--- config.mk ---
export PLATFORM = sky130hd
export DESIGN_NAME = adc_port_shifter
export DESIGN_NICKNAME = d
export VERILOG_FILES = /design/src/rtl/adc_port_shifter.sv
export SDC_FILE = /design/constraint.sdc
export NUM_CORES = 1
export LEC_CHECK = 0
export BUFFER_PORTS_ARGS = -buffer_cell sky130_fd_sc_hd__buf_2
export CAP_MARGIN = 0
export CORE_MARGIN = 2
export CORE_UTILIZATION = 40
export DETAILED_ROUTE_END_ITERATION = 10
export PLACE_DENSITY_LB_ADDON = 0.05
export REMOVE_ABC_BUFFERS = 1
export SYNTH_ARGS = -nofsm -noshare
export SYNTH_HDL_FRONTEND = slang
export SYNTH_SLANG_ARGS = --single-unit
--- constraint.sdc ---
create_clock -name clk -period 1.7 [get_ports clk]
set_clock_uncertainty 0.15 [all_clocks]
set_input_delay 0.255 -clock clk [delete_from_list [all_inputs] [get_ports clk]]
set_output_delay 0.255 -clock clk [all_outputs]
set_load 0.1 [all_outputs]
--- src/rtl/adc_port_shifter.sv ---
module adc_port_shifter #(
  parameter int DATA_W = 18
) (
  input  logic              clk,
  input  logic              rst_n,
  input  logic              load_i,
  input  logic [DATA_W-1:0] load_data_i,
  input  logic              lead_en_i,
  input  logic              lead_set_i,
  input  logic              shift_i,
  input  logic              sdi_i,
  output logic              bit_o
);
  logic [DATA_W-1:0] sr_q, sr_d;
  logic              lead_on_q, lead_on_d;
  logic              lead_val_q, lead_val_d;

  always_comb begin
    sr_d       = sr_q;
    lead_on_d  = lead_on_q;
    lead_val_d = lead_val_q;
    if (load_i) begin
      sr_d       = load_data_i;
      lead_on_d  = lead_en_i;
      lead_val_d = 1'b0;
    end else if (shift_i) begin
      if (lead_on_q) lead_on_d = 1'b0;
      else           sr_d      = {sr_q[DATA_W-2:0], sdi_i};
    end else if (lead_set_i && lead_on_q && sdi_i) begin
      lead_val_d = 1'b1;
    end
  end

  always_ff @(posedge clk or negedge rst_n) begin
    if (!rst_n) begin
      sr_q       <= '0;
      lead_on_q  <= 1'b0;
      lead_val_q <= 1'b0;
    end else begin
      sr_q       <= sr_d;
      lead_on_q  <= lead_on_d;
      lead_val_q <= lead_val_d;
    end
  end

  assign bit_o = lead_on_q ? lead_val_q : sr_q[DATA_W-1];

  AST_LEAD_STICKY: assert property (@(posedge clk) disable iff (!rst_n) (lead_on_q && lead_val_q && !load_i) |=> (!lead_on_q || lead_val_q));
  AST_LEAD_NO_SHIFT: assert property (@(posedge clk) disable iff (!rst_n) (lead_on_q && shift_i && !load_i) |=> (sr_q == $past(sr_q)));
endmodule

==> results.ini <==
[logic_synthesis]
synth_top_area_cell=dfrtp_1
yosysMostFrequentCell=dfrtp_1
synthesis.area_um2=1160
synthArstFlopShare_pct=100
synth.yosys.seq_area_share_pct=43.2
ys_types=19
synth_edf_count=0
synth.area.top_cells=dfrtp_1 43%, a221o_1 16%, and4bb_1 9.7%
synthTopCellsByCount=20 x dfrtp_1, 18 x a221o_1, 12 x nor2b_1
avgSynthCellArea_um2=12.3
synth-seq-cells=20
yosysTopAreaCellShare_pct=43.2
yosysWarnings=0
synthFlopType=dfrtp_1
synthCells=94

[cts]
clk_pin_slew_ns=0.14
cts_sinks=20
clk_path_buf_depth=2
numCtsBuffers=3
cts_tree=built
insertion_delay_ns=0.32
clock-root-buffer=clkbuf_4
htreeDepth=1

[power]
power_density_nw_per_um2=870
pwr-share-comb_pct=20.8
power_switching_mw=0.298
p_leak_nw=0.653
p_sw_share_pct=24.8
clockPowerShare_pct=33.6
vdd_drop_max_mv=0.641
p_int_mw=0.900
p_seq_share_pct=45.7

[job]
cap_violations=0

[final_layout]
n_fill_cell=263
layout-drive-gt1-share_pct=35.2
seq_area_um2=500
diodes=0
syn2layout_area_growth_pct=19.0
nNetsFinal=148
multi_input_area_um2=557

[die]
fp.dieArea_um2=3340
rows=19
die_h_um=57.8
core_area_um2=2760
io_pins=26
start_util_pct=42.0
die_w_um=57.8

[grt]
grt_pass1_wl_um=3910
grt_pass1_vias=821
grt_antenna_before_repair=0
overflow=0
track_usage_pct=15.1
grt_max_degree=45

[drt]
vias=854
drc=0
drt_wl_total_um=2350
viasPerCell=5.58
initialDrtViolationCount=8
wl_per_cell_um=15.3
drtAntennaViolNets=0
firstDrtPassIters=4

[timing]
hold_violations=0
slew_violations=0
tns_ns=0
whs_ns=0.00563
min_period_over_period_pct=95.9
post-route-min-period_ns=1.63
slew_headroom_pct=58.0
fmax_mhz=613
grt_setup_unrepaired=false
setup_viol=0
setup_ws_ns=0.0696
worst_slew_pin_slew_ns=0.629

[worst_setup_path]
worstPathMaxFanout=2
worstSetupEndpointType=primary output
required_ns=1.29
cp_data_arrival_time_ns=1.23
crit_type=register to primary output
start_kind=register

[place]
gp_congestion=0.669
port_buffers=25
place_hpwl_um=1500
dp_slack_ns=0.0373

[status]
status=finished, final reports clean

[hold_path]
worst_hold_path_type=input port to register

-- cells by family (layout without fill, tap and decap cells) --
kind of cell | Yosys count | in the layout | share of synthesized area (%)
buffers and inverters | 13 | 41 | 8.97
AO/OA/AOI/OAI | 20 | 20 | 16.4
flip-flops | 20 | 20 | 43.2
AND/OR/NAND/NOR | 40 | 40 | 30.4
multiplexers | 1 | 1 | 0.973
-- flip-flops by register name (all words and copies together), names as in the netlist --
name / flops
lead_val_q: 1
sr_q: 18
lead_on_q: 1
-- path summary, 6_finish.rpt --
check,startpoint,endpoint,slack [ns],depth (start not counted)
min,load_data_i[17],sr_q[17]$_DFFE_PN0P_,0.006,2
max reg2reg,lead_on_q$_DFFE_PN0P_,sr_q[13]$_DFFE_PN0P_,0.20,4
max,lead_on_q$_DFFE_PN0P_,bit_o,0.07,2
max in group asynchronous,rst_n,sr_q[14]$_DFFE_PN0P_,0.81,2
min reg2reg,lead_val_q$_DFFE_PN0P_,lead_val_q$_DFFE_PN0P_,0.37,2
min in group asynchronous,rst_n,sr_q[7]$_DFFE_PN0P_,0.25,2
-- through the flow --
stage          power (mW)  instance area (µm²)  instances  utilization [%]
2_1_floorplan       0.685                 1060         82                -
3_3_place_gp        0.797                 1300        147             47.3
3_5_place_dp        0.800                 1300        147             47.3
4_1_cts              1.21                 1370        153             49.8
5_1_grt              1.25                 1380        153             50.0
6_report             1.20                 1380        153             50.0
-- cell type report --
| cell class | instances | area share, % |
|---|---|---|
| clock buffers | 3 | 1.63 |
| clock inverters | 1 | 2.18 |
| inverters | 1 | 0.272 |
| multi-input cells | 61 | 40.4 |
| flip-flops and latches | 20 | 36.3 |
| well taps | 31 | 2.82 |
| repair buffers | 36 | 16.3 |
-- cells in the final DEF, fill, tap and decap left out, types with 2 or more instances in the layout --
cell	n
buf_4	10
and4bb_1	9
and2b_2	3
clkbuf_4	3
buf_2	24
dfrtp_1	20
nand2b_1	2
nor4bb_1	9
nor2b_1	12
and2b_1	3
a221o_1	18
-- worst max-delay path, cell delays in order (launching register included) --
cell and delay (ns):
dfrtp_1 0.43, mux2_4 0.32, buf_12 0.17
-- timing repair --
item | 4_1_cts | 5_1_grt
hold buffers | 1 | 0
endpoints found under the hold margin | 20 | 0
setup endpoints to repair | 1 | 1
gates cloned | 0 | 0
setup buffers | 1 | 0
gates resized for setup | 0 | 1
-- power by group through the flow --
stage | clock network (mW) | logic [mW] | registers, mW
after floorplan | 0 | 0.132 | 0.552
after global placement | 0 | 0.240 | 0.557
after detailed placement | 0 | 0.244 | 0.557
after CTS | 0.412 | 0.251 | 0.547
after global routing | 0.426 | 0.271 | 0.554
final | 0.402 | 0.249 | 0.547
-- layer usage --
| metal | up-vias | part of all wire, % | wire (µm) | GRT usage (%) |
|---|---|---|---|---|
| met2 | 23 | 43 | 1000 | 22.4 |
| met5 | - | 0 | 0 | 0 |
| met3 | 2 | 5.8 | 137 | 5.36 |
| li1 | 425 | - | - | - |
| met4 | 0 | 0.68 | 16 | 1.99 |
| met1 | 404 | 51 | 1190 | 21.8 |
Note: power is estimated with default switching activity, not from simulation.
